### src/rtl/sqpn_pkg.sv
// Shared types for the SQPN transmit bit router.
package sqpn_pkg;

    // Width of the level-format selector.
    localparam int FMT_W = 3;

    // Format codes with a defined conversion; every other code is pass-through.
    localparam logic [FMT_W-1:0] FMT_MARK  = FMT_W'(1);
    localparam logic [FMT_W-1:0] FMT_SPACE = FMT_W'(2);

    // How input streams are steered onto the I and Q paths.
    typedef enum logic [1:0] {
        ROUTE_BPSK   = 2'd0,
        ROUTE_SINGLE = 2'd1,
        ROUTE_DUAL   = 2'd2,
        ROUTE_ALT    = 2'd3
    } route_e;

    // Number of input streams.
    localparam int N_STREAMS = 2;

endpackage

### src/rtl/sqpn_nrz_conv.sv
// Level-format converter for one stream.
// Does: emits the NRZ-L input unchanged, or re-codes it as mark (toggle on 1)
//       or space (toggle on 0) relative to the last bit it emitted.
// Assumes: the emitted bit is combinational and is consumed in the same cycle as in_vld;
//          the level register holds the last emitted bit and starts at 0.
module sqpn_nrz_conv
    import sqpn_pkg::*;
(
    input  logic             clk,
    input  logic             rst_n,
    input  logic [FMT_W-1:0] fmt,
    input  logic             in_bit,
    input  logic             in_vld,
    output logic             out_bit
);

    logic level_q;

    // Compute the bit this input produces under the selected format.
    always_comb begin
        case (fmt)
            FMT_MARK:  out_bit = level_q ^ in_bit;
            FMT_SPACE: out_bit = level_q ^ ~in_bit;
            default:   out_bit = in_bit;
        endcase
    end

    // Remember the last emitted bit as the reference level.
    always_ff @(posedge clk) begin
        if (!rst_n)      level_q <= 1'b0;
        else if (in_vld) level_q <= out_bit;
    end

endmodule

### src/rtl/sqpn_path_router.sv
// Path router.
// Does: steers converted stream bits into the held I and held Q bits
//       according to the routing mode.
// Assumes: a_bit/b_bit are already converted; the alternate selector
//          survives mode changes and is cleared only by reset.
module sqpn_path_router
    import sqpn_pkg::*;
(
    input  logic   clk,
    input  logic   rst_n,
    input  route_e route,
    input  logic   a_bit,
    input  logic   a_vld,
    input  logic   b_bit,
    input  logic   b_vld,
    output logic   i_hold,
    output logic   q_hold
);

    logic alt_to_q;

    // Update the held bits from the streams that feed them.
    always_ff @(posedge clk) begin
        if (!rst_n) begin
            i_hold   <= 1'b0;
            q_hold   <= 1'b0;
            alt_to_q <= 1'b0;
        end else begin
            case (route)
                ROUTE_BPSK: begin
                    if (a_vld) i_hold <= a_bit;
                end
                ROUTE_SINGLE: begin
                    if (a_vld) begin
                        i_hold <= a_bit;
                        q_hold <= a_bit;
                    end
                end
                ROUTE_DUAL: begin
                    if (a_vld) i_hold <= a_bit;
                    if (b_vld) q_hold <= b_bit;
                end
                default: begin
                    if (a_vld) begin
                        if (alt_to_q) q_hold <= a_bit;
                        else          i_hold <= a_bit;
                        alt_to_q <= ~alt_to_q;
                    end
                end
            endcase
        end
    end

endmodule

### src/rtl/sqpn_q_timer.sv
// Q symbol timer.
// Does: splits the double-rate pulse into symbol-boundary (even) and
//       mid-symbol (odd) points, and releases the Q bit at the boundary,
//       or half a symbol later when the offset is enabled.
// Assumes: q_x2_en arrives at exactly twice the Q symbol rate; in BPSK the
//          outputs are forced to zero while the phase keeps counting.
module sqpn_q_timer (
    input  logic clk,
    input  logic rst_n,
    input  logic sqpn,
    input  logic qdelay,
    input  logic x2_en,
    input  logic q_hold,
    output logic q_bit,
    output logic q_stb
);

    logic odd_q;
    logic dly_q;
    logic even_pulse;
    logic odd_pulse;

    // Classify the current double-rate pulse by phase.
    always_comb begin
        even_pulse = x2_en & ~odd_q;
        odd_pulse  = x2_en &  odd_q;
    end

    // Track the pulse phase and capture the bit for the delayed release.
    always_ff @(posedge clk) begin
        if (!rst_n) begin
            odd_q <= 1'b0;
            dly_q <= 1'b0;
        end else begin
            if (x2_en) odd_q <= ~odd_q;
            if (even_pulse && qdelay) dly_q <= q_hold;
        end
    end

    // Drive the Q symbol bit and strobe.
    always_ff @(posedge clk) begin
        if (!rst_n) begin
            q_bit <= 1'b0;
            q_stb <= 1'b0;
        end else if (!sqpn) begin
            q_bit <= 1'b0;
            q_stb <= 1'b0;
        end else if (even_pulse && !qdelay) begin
            q_bit <= q_hold;
            q_stb <= 1'b1;
        end else if (odd_pulse && qdelay) begin
            q_bit <= dly_q;
            q_stb <= 1'b1;
        end else begin
            q_stb <= 1'b0;
        end
    end

endmodule

### src/rtl/sqpn_tx_router.sv
// SQPN transmit bit router, top level.
// Does: converts the input streams to the configured level format, routes
//       them to the I/Q paths and times the symbol outputs.
// Assumes: configuration is quasi-static; the rate enables are one-cycle pulses.
module sqpn_tx_router
    import sqpn_pkg::*;
(
    input  logic             clk,
    input  logic             rst_n,
    input  logic             cfg_sqpn,
    input  logic [FMT_W-1:0] cfg_fmt,
    input  logic             cfg_single,
    input  logic             cfg_alt,
    input  logic             cfg_qdelay,
    input  logic             a_bit,
    input  logic             a_vld,
    input  logic             b_bit,
    input  logic             b_vld,
    input  logic             i_sym_en,
    input  logic             q_x2_en,
    output logic             i_bit,
    output logic             i_stb,
    output logic             q_bit,
    output logic             q_stb
);

    route_e               route;
    logic [N_STREAMS-1:0] s_bit;
    logic [N_STREAMS-1:0] s_vld;
    logic [N_STREAMS-1:0] s_conv;
    logic                 i_hold;
    logic                 q_hold;

    // Decode the routing mode; alternation takes precedence over single source.
    always_comb begin
        if (!cfg_sqpn)       route = ROUTE_BPSK;
        else if (cfg_alt)    route = ROUTE_ALT;
        else if (cfg_single) route = ROUTE_SINGLE;
        else                 route = ROUTE_DUAL;
    end

    // Gather the streams; stream B advances only when it feeds Q.
    always_comb begin
        s_bit = {b_bit, a_bit};
        s_vld = {b_vld & (route == ROUTE_DUAL), a_vld};
    end

    // One converter per input stream.
    generate
        for (genvar s = 0; s < N_STREAMS; s++) begin : g_conv
            sqpn_nrz_conv u_conv (
                .clk     (clk),
                .rst_n   (rst_n),
                .fmt     (cfg_fmt),
                .in_bit  (s_bit[s]),
                .in_vld  (s_vld[s]),
                .out_bit (s_conv[s])
            );
        end
    endgenerate

    sqpn_path_router u_route (
        .clk    (clk),
        .rst_n  (rst_n),
        .route  (route),
        .a_bit  (s_conv[0]),
        .a_vld  (s_vld[0]),
        .b_bit  (s_conv[1]),
        .b_vld  (s_vld[1]),
        .i_hold (i_hold),
        .q_hold (q_hold)
    );

    // Release the held I bit on each I symbol enable.
    always_ff @(posedge clk) begin
        if (!rst_n) begin
            i_bit <= 1'b0;
            i_stb <= 1'b0;
        end else begin
            i_stb <= i_sym_en;
            if (i_sym_en) i_bit <= i_hold;
        end
    end

    sqpn_q_timer u_qtim (
        .clk    (clk),
        .rst_n  (rst_n),
        .sqpn   (cfg_sqpn),
        .qdelay (cfg_qdelay),
        .x2_en  (q_x2_en),
        .q_hold (q_hold),
        .q_bit  (q_bit),
        .q_stb  (q_stb)
    );

endmodule

### config.mk
export PLATFORM = sky130hd
export DESIGN_NAME = sqpn_tx_router
export DESIGN_NICKNAME = d
export VERILOG_FILES = /design/src/rtl/sqpn_pkg.sv /design/src/rtl/sqpn_nrz_conv.sv /design/src/rtl/sqpn_path_router.sv /design/src/rtl/sqpn_q_timer.sv /design/src/rtl/sqpn_tx_router.sv
export SDC_FILE = /design/constraint.sdc
export NUM_CORES = 1
export LEC_CHECK = 0
export ABC_CLOCK_PERIOD_IN_PS = 1310
export BUFFER_PORTS_ARGS = -buffer_cell sky130_fd_sc_hd__buf_2
export CAP_MARGIN = 20
export CORE_AREA = 2 2 49 51
export DETAILED_ROUTE_END_ITERATION = 7
export DIE_AREA = 0 0 51 53
export HOLD_SLACK_MARGIN = 0.06
export SYNTH_ARGS = -nofsm -noshare
export SYNTH_HDL_FRONTEND = slang
export SYNTH_HIERARCHICAL = 1
export SYNTH_SLANG_ARGS = --single-unit
### constraint.sdc
create_clock -name clk -period 1.31 [get_ports clk]
set_input_delay 0.393 -clock clk [delete_from_list [all_inputs] [get_ports clk]]
set_output_delay 0.393 -clock clk [all_outputs]
set_load 0.05 [all_outputs]
==> qor.csv, run 1 <==
metric,value,unit
Syn-to-layout area delta,40.24,%
fin crit period,1.255,ns
Finished Layout Cells,125,
dpl ws,-0.1959,ns
result of the run,finished clean,
DR DRC count,0,
Leak Pwr,0.0003973,uW
Max Clock Freq,796.7,MHz
Yosys top cell by area,dfxtp_1,
Main synth FF type,dfxtp_1,
worst hold slack,0.3687,ns
total number of yosys warnings,6,
die height,53,um
initial core utilization,28.65,%
Synthesized Nets,80,
number of CTS-inserted buffers,3,
Slew Limit Fails,0,
sequential element share of the synthesized area,35.77,%
Core Box Area,2148,um^2
most frequent cells in the layout,"17 x buf_2, 11 x buf_4, 10 x dfxtp_1",
vias in the first global route,501,
drt pass-1 iters,3,
Synth top area share,35.77,%
actual slew at the worst max-slew pin,0.3057,ns
largest reg by FF count,g_conv.u_conv/level_q,
crit path cell chain,"nor4b_4, nor2_1, xnor2_1, buf_4, nand3_1, a21oi_1",
final worst slack,0.05481,ns
Slew Limit Headroom,79.62,%
Root Driver,clkbuf_4,
Synth area leaders,"dfxtp_1 36%, mux2i_1 4.9%, nor4b_2 4.9%",
Die Width,51,um
total design power,769.5,uW
CP bufs+invs,1,
H-tree depth,1,
Syn Area/Cell,9.471,um^2
Final Cell Area,863.3,um^2
"commonest non-fill, non-tap cell in the layout",buf_2,
Congestion Overflow GR,0,
num ports,19,
dominant cell by count in the synthesized netlist,dfxtp_1,
Reg2Reg Setup Slack,0.05,ns
Worst Skew,0.0002631,ns
crit-path max cell delay,0.34,ns
Final setup viols,0,
Via Count,579,
Final Net Count,113,
clk sink count,11,
placed inst area,817.0,um^2
Fin. Hold Viols,0,
initial drt markers,1,
CP max FO,3,
Clock transition at path regs,0.07,ns
Detailed Place HPWL,992.2,um
post-route ant nets,0,
Routed Wire Length,1.253,mm
num rows,17,
clk buf depth,2,
number of vias per cell,4.632,
synthesized area,615.6,um^2
Inst Count DP,120,
full die area,2703,um^2
first-pass GRT wire length,1.980,mm
Crit Path Category,reg -> reg,
Crit path required time,1.50,ns
Startpoint Class,register,
wire length per cell,10.02,um
Max VDD drop,0.4966,mV
number of synthesized flops with an enable pin,0,
RSZ-0062 raised after global routing,true,
max reg flops,2,
largest net degree at the start of global routing,9,
global-route usage over all layers,10.04,%
Hold Crit Class,in -> reg,
#FFs+latches synth,11,
post-synthesis async set-or-reset flop share,0,%
critical path capture point type,register,
WP data arrival,1.45,ns
Yosys cell types,30,
slowest cell on the critical path,dfxtp_2,
number of I/O port buffers,18,
routability cong.,0.6952,
layout cells sized above 1,40.21,%
final worst path period share,95.82,%
"delay-heaviest family, CP",simple AND/OR/NAND/NOR gates,
cell count after synthesis,65,
initial antenna violation count,0,
n_diodes,0,
Max Cap Violations,0,
pwr/cell area,891.4,nW/um^2
clock latency on the worst-skew pair,0.26,ns
CTS tree,yes,
## where the power goes
| part | switching, uW | total, uW | internal, uW |
|---|---|---|---|
| combinational | 86.7 | 174 | 87.0 |
| clock | 110 | 227 | 118 |
| sequential | 15.3 | 369 | 353 |
## per-stage QoR
step | setup TNS [ns] | utilization (%)
after floorplan | 0 | -
after global placement | -0.3480 | 38.03
after CTS | 0 | 39.31
after global routing | -0.08050 | 40.19
final | 0 | 40.19
after detailed placement | -0.4239 | 38.03
## logic make-up after synthesis
group	count (synthesis)	share of synthesized area (%)
mux	3	4.878
simple gates	29	32.93
compound gates	15	18.90
buf+inv	3	1.829
flops	11	35.77
xor+xnor	4	5.692
## area by class of cell
cell class	instances	area [um^2]
Fill cell	221	1285
Inverter	3	11.26
Multi-Input combinational cell	51	401.6
Tap cell	28	35.03
Sequential cell	11	221.5
Timing Repair Buffer	28	167.7
Clock buffer	4	26.28
## path summary, 6_finish.rpt
check,depth (start not counted),startpoint,endpoint
max reg2reg,6,g_conv[0].u_conv/level_q$_SDFFE_PN0P_,u_route/i_hold$_SDFFE_PN0P_
min reg2reg,2,i_bit$_SDFFE_PN0P_,i_bit$_SDFFE_PN0P_
min,2,i_sym_en,i_stb$_SDFF_PN0_
max,6,g_conv[0].u_conv/level_q$_SDFFE_PN0P_,u_route/i_hold$_SDFFE_PN0P_
## per-layer routing
layer / global-route usage (%) / up-vias / wire, um
li1: - / 311 / -
met1: 10.62 / 257 / 606
met2: 17.53 / 9 / 577
met3: 4.237 / 2 / 61
met4: 4.054 / 0 / 8
met5: 0 / - / 0
## what timing repair did
item                       CTS  global route
setup buffers                0             1
pin swaps                    2             2
hold buffers                 0             0
setup endpoints to repair    1             2
resized for setup            1             3
No activity file was read; power rests on OpenSTA's default activity.
==> inputs of run 2 (changes only) <==
--- a/config.mk
+++ b/config.mk
@@ -8,9 +8,9 @@
 export ABC_CLOCK_PERIOD_IN_PS = 1310
 export BUFFER_PORTS_ARGS = -buffer_cell sky130_fd_sc_hd__buf_2
 export CAP_MARGIN = 20
-export CORE_AREA = 2 2 49 51
+export CORE_AREA = 3 3 50 52
 export DETAILED_ROUTE_END_ITERATION = 7
-export DIE_AREA = 0 0 51 53
+export DIE_AREA = 0 0 53 55
 export HOLD_SLACK_MARGIN = 0.06
 export SYNTH_ARGS = -nofsm -noshare
 export SYNTH_HDL_FRONTEND = slang
==> qor.csv, run 2 (synthesized netlist as in run 1, its figures left out) <==
metric,value,unit
Final Net Count,111,
result of the run,finished clean,
num rows,17,
Crit Path Category,reg -> out,
wire length per cell,11.16,um
Max Cap Violations,0,
Detailed Place HPWL,1.078,mm
Slew Limit Fails,0,
Core Box Area,2148,um^2
n_diodes,0,
full die area,2915,um^2
Max VDD drop,0.2959,mV
Root Driver,clkbuf_4,
Worst Reg-to-Reg Cells,5,
drt pass-1 iters,4,
crit-path max cell delay,0.35,ns
fin crit period,1.253,ns
Die Width,53,um
Startpoint Class,register,
num ports,19,
layout cells sized above 1,42.11,%
number of I/O port buffers,18,
number of vias per cell,4.854,
worst setup path endpoint,q_bit,
H-tree depth,1,
post-route ant nets,0,
Hold Crit Class,in -> reg,
crit path cell chain,clkbuf_4,
"delay-heaviest family, CP",flip-flops,
Clock transition at path regs,0.07,ns
Worst Skew,0.0004342,ns
WP depth,1,
global-route usage over all layers,11.09,%
Via Count,597,
Routed Wire Length,1.373,mm
Final setup viols,0,
largest reg by FF count,g_conv.u_conv/level_q,
largest net degree at the start of global routing,9,
slowest cell on the critical path,dfxtp_1,
number of CTS-inserted buffers,3,
Max Clock Freq,797.8,MHz
CTS tree,yes,
setup TNS,0,ns
"commonest non-fill, non-tap cell in the layout",buf_2,
Congestion Overflow GR,0,
max reg flops,2,
Fin. Hold Viols,0,
critical path capture point type,output port,
first-pass GRT wire length,2.366,mm
most frequent cells in the layout,"17 x buf_2, 10 x dfxtp_1, 8 x buf_4",
clk sink count,11,
routability cong.,0.7266,
WP data arrival,0.86,ns
final worst path period share,95.68,%
pwr/cell area,906.4,nW/um^2
RSZ-0062 raised after global routing,false,
Reg2Reg Capture Point,u_route/q_hold$_SDFFE_PN0P_,
actual slew at the worst max-slew pin,0.2839,ns
CP bufs+invs,1,
clock latency on the worst-skew pair,0.27,ns
Slew Limit Headroom,80.81,%
worst r2r src,g_conv[0].u_conv/level_q$_SDFFE_PN0P_,
CP startpoint,u_qtim/q_bit$_SDFFE_PN0P_,
vias in the first global route,587,
initial antenna violation count,0,
initial drt markers,6,
fillers,218,
Crit path required time,0.92,ns
Leak Pwr,0.0003910,uW
Layout Utilization,39.66,%
Syn-to-layout area delta,38.41,%
postcts setup bufs,0,
Reg2Reg Setup Slack,0.08,ns
clk buf depth,2,
CP max FO,3,
initial core utilization,28.65,%
DR DRC count,0,
die height,55,um
run 2: cell count changes in the layout (fill, tap and decap cells not counted):
cell,previous run,this run
buf_4,11,8
nor2_1,3,1
nor2_2,0,2
clkbuf_4,3,4
nor4b_2,0,1
nor4b_4,2,1
xnor2_1,2,1
xnor2_2,0,1
run 2: how the worst min path moves through the flow:
stage | start | depth (start not counted) | end | slack (ns)
2_1_floorplan | u_route/i_hold$_SDFFE_PN0P_ | 2 | i_bit$_SDFFE_PN0P_ | 0.48
3_3_place_gp | i_bit$_SDFFE_PN0P_ | 2 | i_bit$_SDFFE_PN0P_ | 0.50
3_5_place_dp | i_bit$_SDFFE_PN0P_ | 2 | i_bit$_SDFFE_PN0P_ | 0.51
4_1_cts | i_sym_en | 2 | i_stb$_SDFF_PN0_ | 0.36
5_1_grt | i_sym_en | 2 | i_stb$_SDFF_PN0_ | 0.35
6_report | i_sym_en | 2 | i_stb$_SDFF_PN0_ | 0.36
run 2: area by class of cell:
class                      instances  area, um^2  area share (%)
sequential                        11       221.5           25.99
multi-input combinational         51       405.4           47.58
clock buffer                       4       26.28           3.084
inverter                           3       11.26           1.322
timing repair buffer              26       152.6           17.91
tap                               28       35.03           4.112
run 2: per-layer routing:
metal	share of wire, %	GRT usage, %	up-vias	wire length, um
met4	1.2	6.383	0	16
met2	49	19.21	12	675
met5	0	0	-	0
li1	-	-	304	-
met1	44	12.60	279	604
met3	5.6	2.413	2	77
run 2: what timing repair did:
action / 4_1_cts / 5_1_grt
pin swaps: 2 / 4
hold endpoints to repair: 0 / 0
gates resized for setup: 0 / 5
hold buffers: 0 / 0
endpoints found under the setup margin: 1 / 2
run 2: stage by stage:
stage / hold slack, ns / cell area, um^2 / total power (uW) / std cells / setup slack [ns]
after floorplan: 0.4804 / 624.3 / 468.8 / 65 / 0.02147
after global placement: 0.4971 / 809.5 / 535.4 / 119 / -0.1563
after detailed placement: 0.5051 / 809.5 / 540.2 / 119 / -0.1770
after CTS: 0.3581 / 835.8 / 775.7 / 123 / 0.004934
after global routing: 0.3539 / 852.1 / 814.6 / 123 / 0.0001846
final: 0.3611 / 852.1 / 772.3 / 123 / 0.05654
run 2: report_power, final:
group / switching, uW / leakage [uW] / internal (uW)
logic: 87.1 / 0.000286 / 81.9
registers: 15.1 / 0.0000905 / 353
clock network: 117 / 0.0000150 / 118
==> inputs of run 3 (changes only) <==
--- a/config.mk
+++ b/config.mk
@@ -12,6 +12,7 @@
 export DETAILED_ROUTE_END_ITERATION = 7
 export DIE_AREA = 0 0 53 55
 export HOLD_SLACK_MARGIN = 0.06
+export RECOVER_POWER = 50
 export SYNTH_ARGS = -nofsm -noshare
 export SYNTH_HDL_FRONTEND = slang
 export SYNTH_HIERARCHICAL = 1
==> qor.csv, run 3 (synthesized netlist as in run 1, its figures left out) <==
metric,value,unit
routability cong.,0.7266,
Hold Crit Class,in -> reg,
Worst Skew,0.0004342,ns
drt pass-1 iters,4,
layout cells sized above 1,41.05,%
Syn-to-layout area delta,38.21,%
Crit Path Category,reg -> out,
CP bufs+invs,1,
Startpoint Class,register,
Root Driver,clkbuf_4,
initial antenna violation count,0,
CP startpoint,u_qtim/q_bit$_SDFFE_PN0P_,
hold-fix buffers at CTS,0,
global-route usage over all layers,11.09,%
full die area,2915,um^2
Final Net Count,111,
largest reg by FF count,g_conv.u_conv/level_q,
RSZ-0062 raised after global routing,false,
post-route ant nets,0,
Slew Limit Headroom,77.66,%
CP max FO,3,
vias in the first global route,587,
slowest cell on the critical path,dfxtp_1,
Slew Limit Fails,0,
Final Cell Area,850.8,um^2
Fin. Hold Viols,0,
CTS tree,yes,
DR DRC count,0,
n_diodes,0,
postcts setup bufs,0,
Max Cap Violations,0,
"commonest non-fill, non-tap cell in the layout",buf_2,
WP data arrival,0.86,ns
first-pass GRT wire length,2.366,mm
number of vias per cell,4.854,
num rows,17,
Routed Wire Length,1.373,mm
result of the run,finished clean,
pwr/cell area,907.2,nW/um^2
Clock transition at path regs,0.07,ns
Final setup viols,0,
Congestion Overflow GR,0,
die height,55,um
most frequent cells in the layout,"16 x buf_2, 10 x dfxtp_1, 8 x buf_4",
max reg flops,2,
Crit path required time,0.92,ns
Core Box Area,2148,um^2
crit path cell chain,clkbuf_4,
hold path cells,2,
num ports,19,
worst hold slack,0.3611,ns
crit-path max cell delay,0.35,ns
initial core utilization,28.65,%
Max Clock Freq,797.8,MHz
"delay-heaviest family, CP",flip-flops,
number of CTS-inserted buffers,3,
H-tree depth,1,
fin crit period,1.253,ns
WP depth,1,
initial drt markers,6,
Die Width,53,um
clock latency on the worst-skew pair,0.27,ns
wire length per cell,11.16,um
placed inst area,809.5,um^2
clk sink count,11,
Max VDD drop,0.2959,mV
critical path capture point type,output port,
final worst path period share,95.68,%
hold path start,i_sym_en,
largest net degree at the start of global routing,9,
number of I/O port buffers,18,
actual slew at the worst max-slew pin,0.3351,ns
Detailed Place HPWL,1.078,mm
clk buf depth,2,
Via Count,597,
Worst Reg-to-Reg Cells,5,
Leak Pwr,0.0003882,uW
worst r2r src,g_conv[0].u_conv/level_q$_SDFFE_PN0P_,
run 3: cell types whose count changed in the layout (fill, tap and decap cells not counted), sizes merged:
cell,before,now
buf,25,24
clkbuf,5,6
run 3: layout make-up:
type	instances	area (um^2)
fillers	219	1297
multi-input cells	51	405.4
flip-flops and latches	11	221.5
repair buffers	26	151.4
well taps	28	35.03
clock buffers	4	26.28
inverters	3	11.26
run 3: metrics by stage:
stage                     worst slack [ns]  setup TNS, ns  power (uW)  util (%)  instances
after global routing             0.0001846              0       814.2     39.60        123
final                              0.05654              0       771.8     39.60        123
after floorplan                    0.02147              0       468.8         -         65
after CTS                         0.004934              0       775.7     38.91        123
after global placement             -0.1563        -0.3601       535.4     37.68        119
after detailed placement           -0.1770        -0.4680       540.2     37.68        119
run 3: what timing repair did:
action,CTS,global route
setup endpoints to repair,1,2
pin swaps,2,4
gates resized for setup,0,5
run 3: worst paths after layout:
path	to	slack (ns)
worst max-delay path	q_bit	0.06
worst min register to register	i_bit$_SDFFE_PN0P_	0.52
worst max register to register	u_route/q_hold$_SDFFE_PN0P_	0.08
worst min-delay path	i_stb$_SDFF_PN0_	0.36
run 3: routing by layer:
metal	share of wire, %	GRT usage (%)
met3	5.6	2.413
met1	44	12.60
met5	0	0
met4	1.2	6.383
met2	49	19.21
run 3: report_power, final:
group | internal [uW] | leakage, uW | switching (uW)
registers | 353 | 0.0000905 | 15.1
logic | 81.5 | 0.000283 | 87.1
clock network | 118 | 0.0000150 | 117
total | 553 | 0.000388 | 219
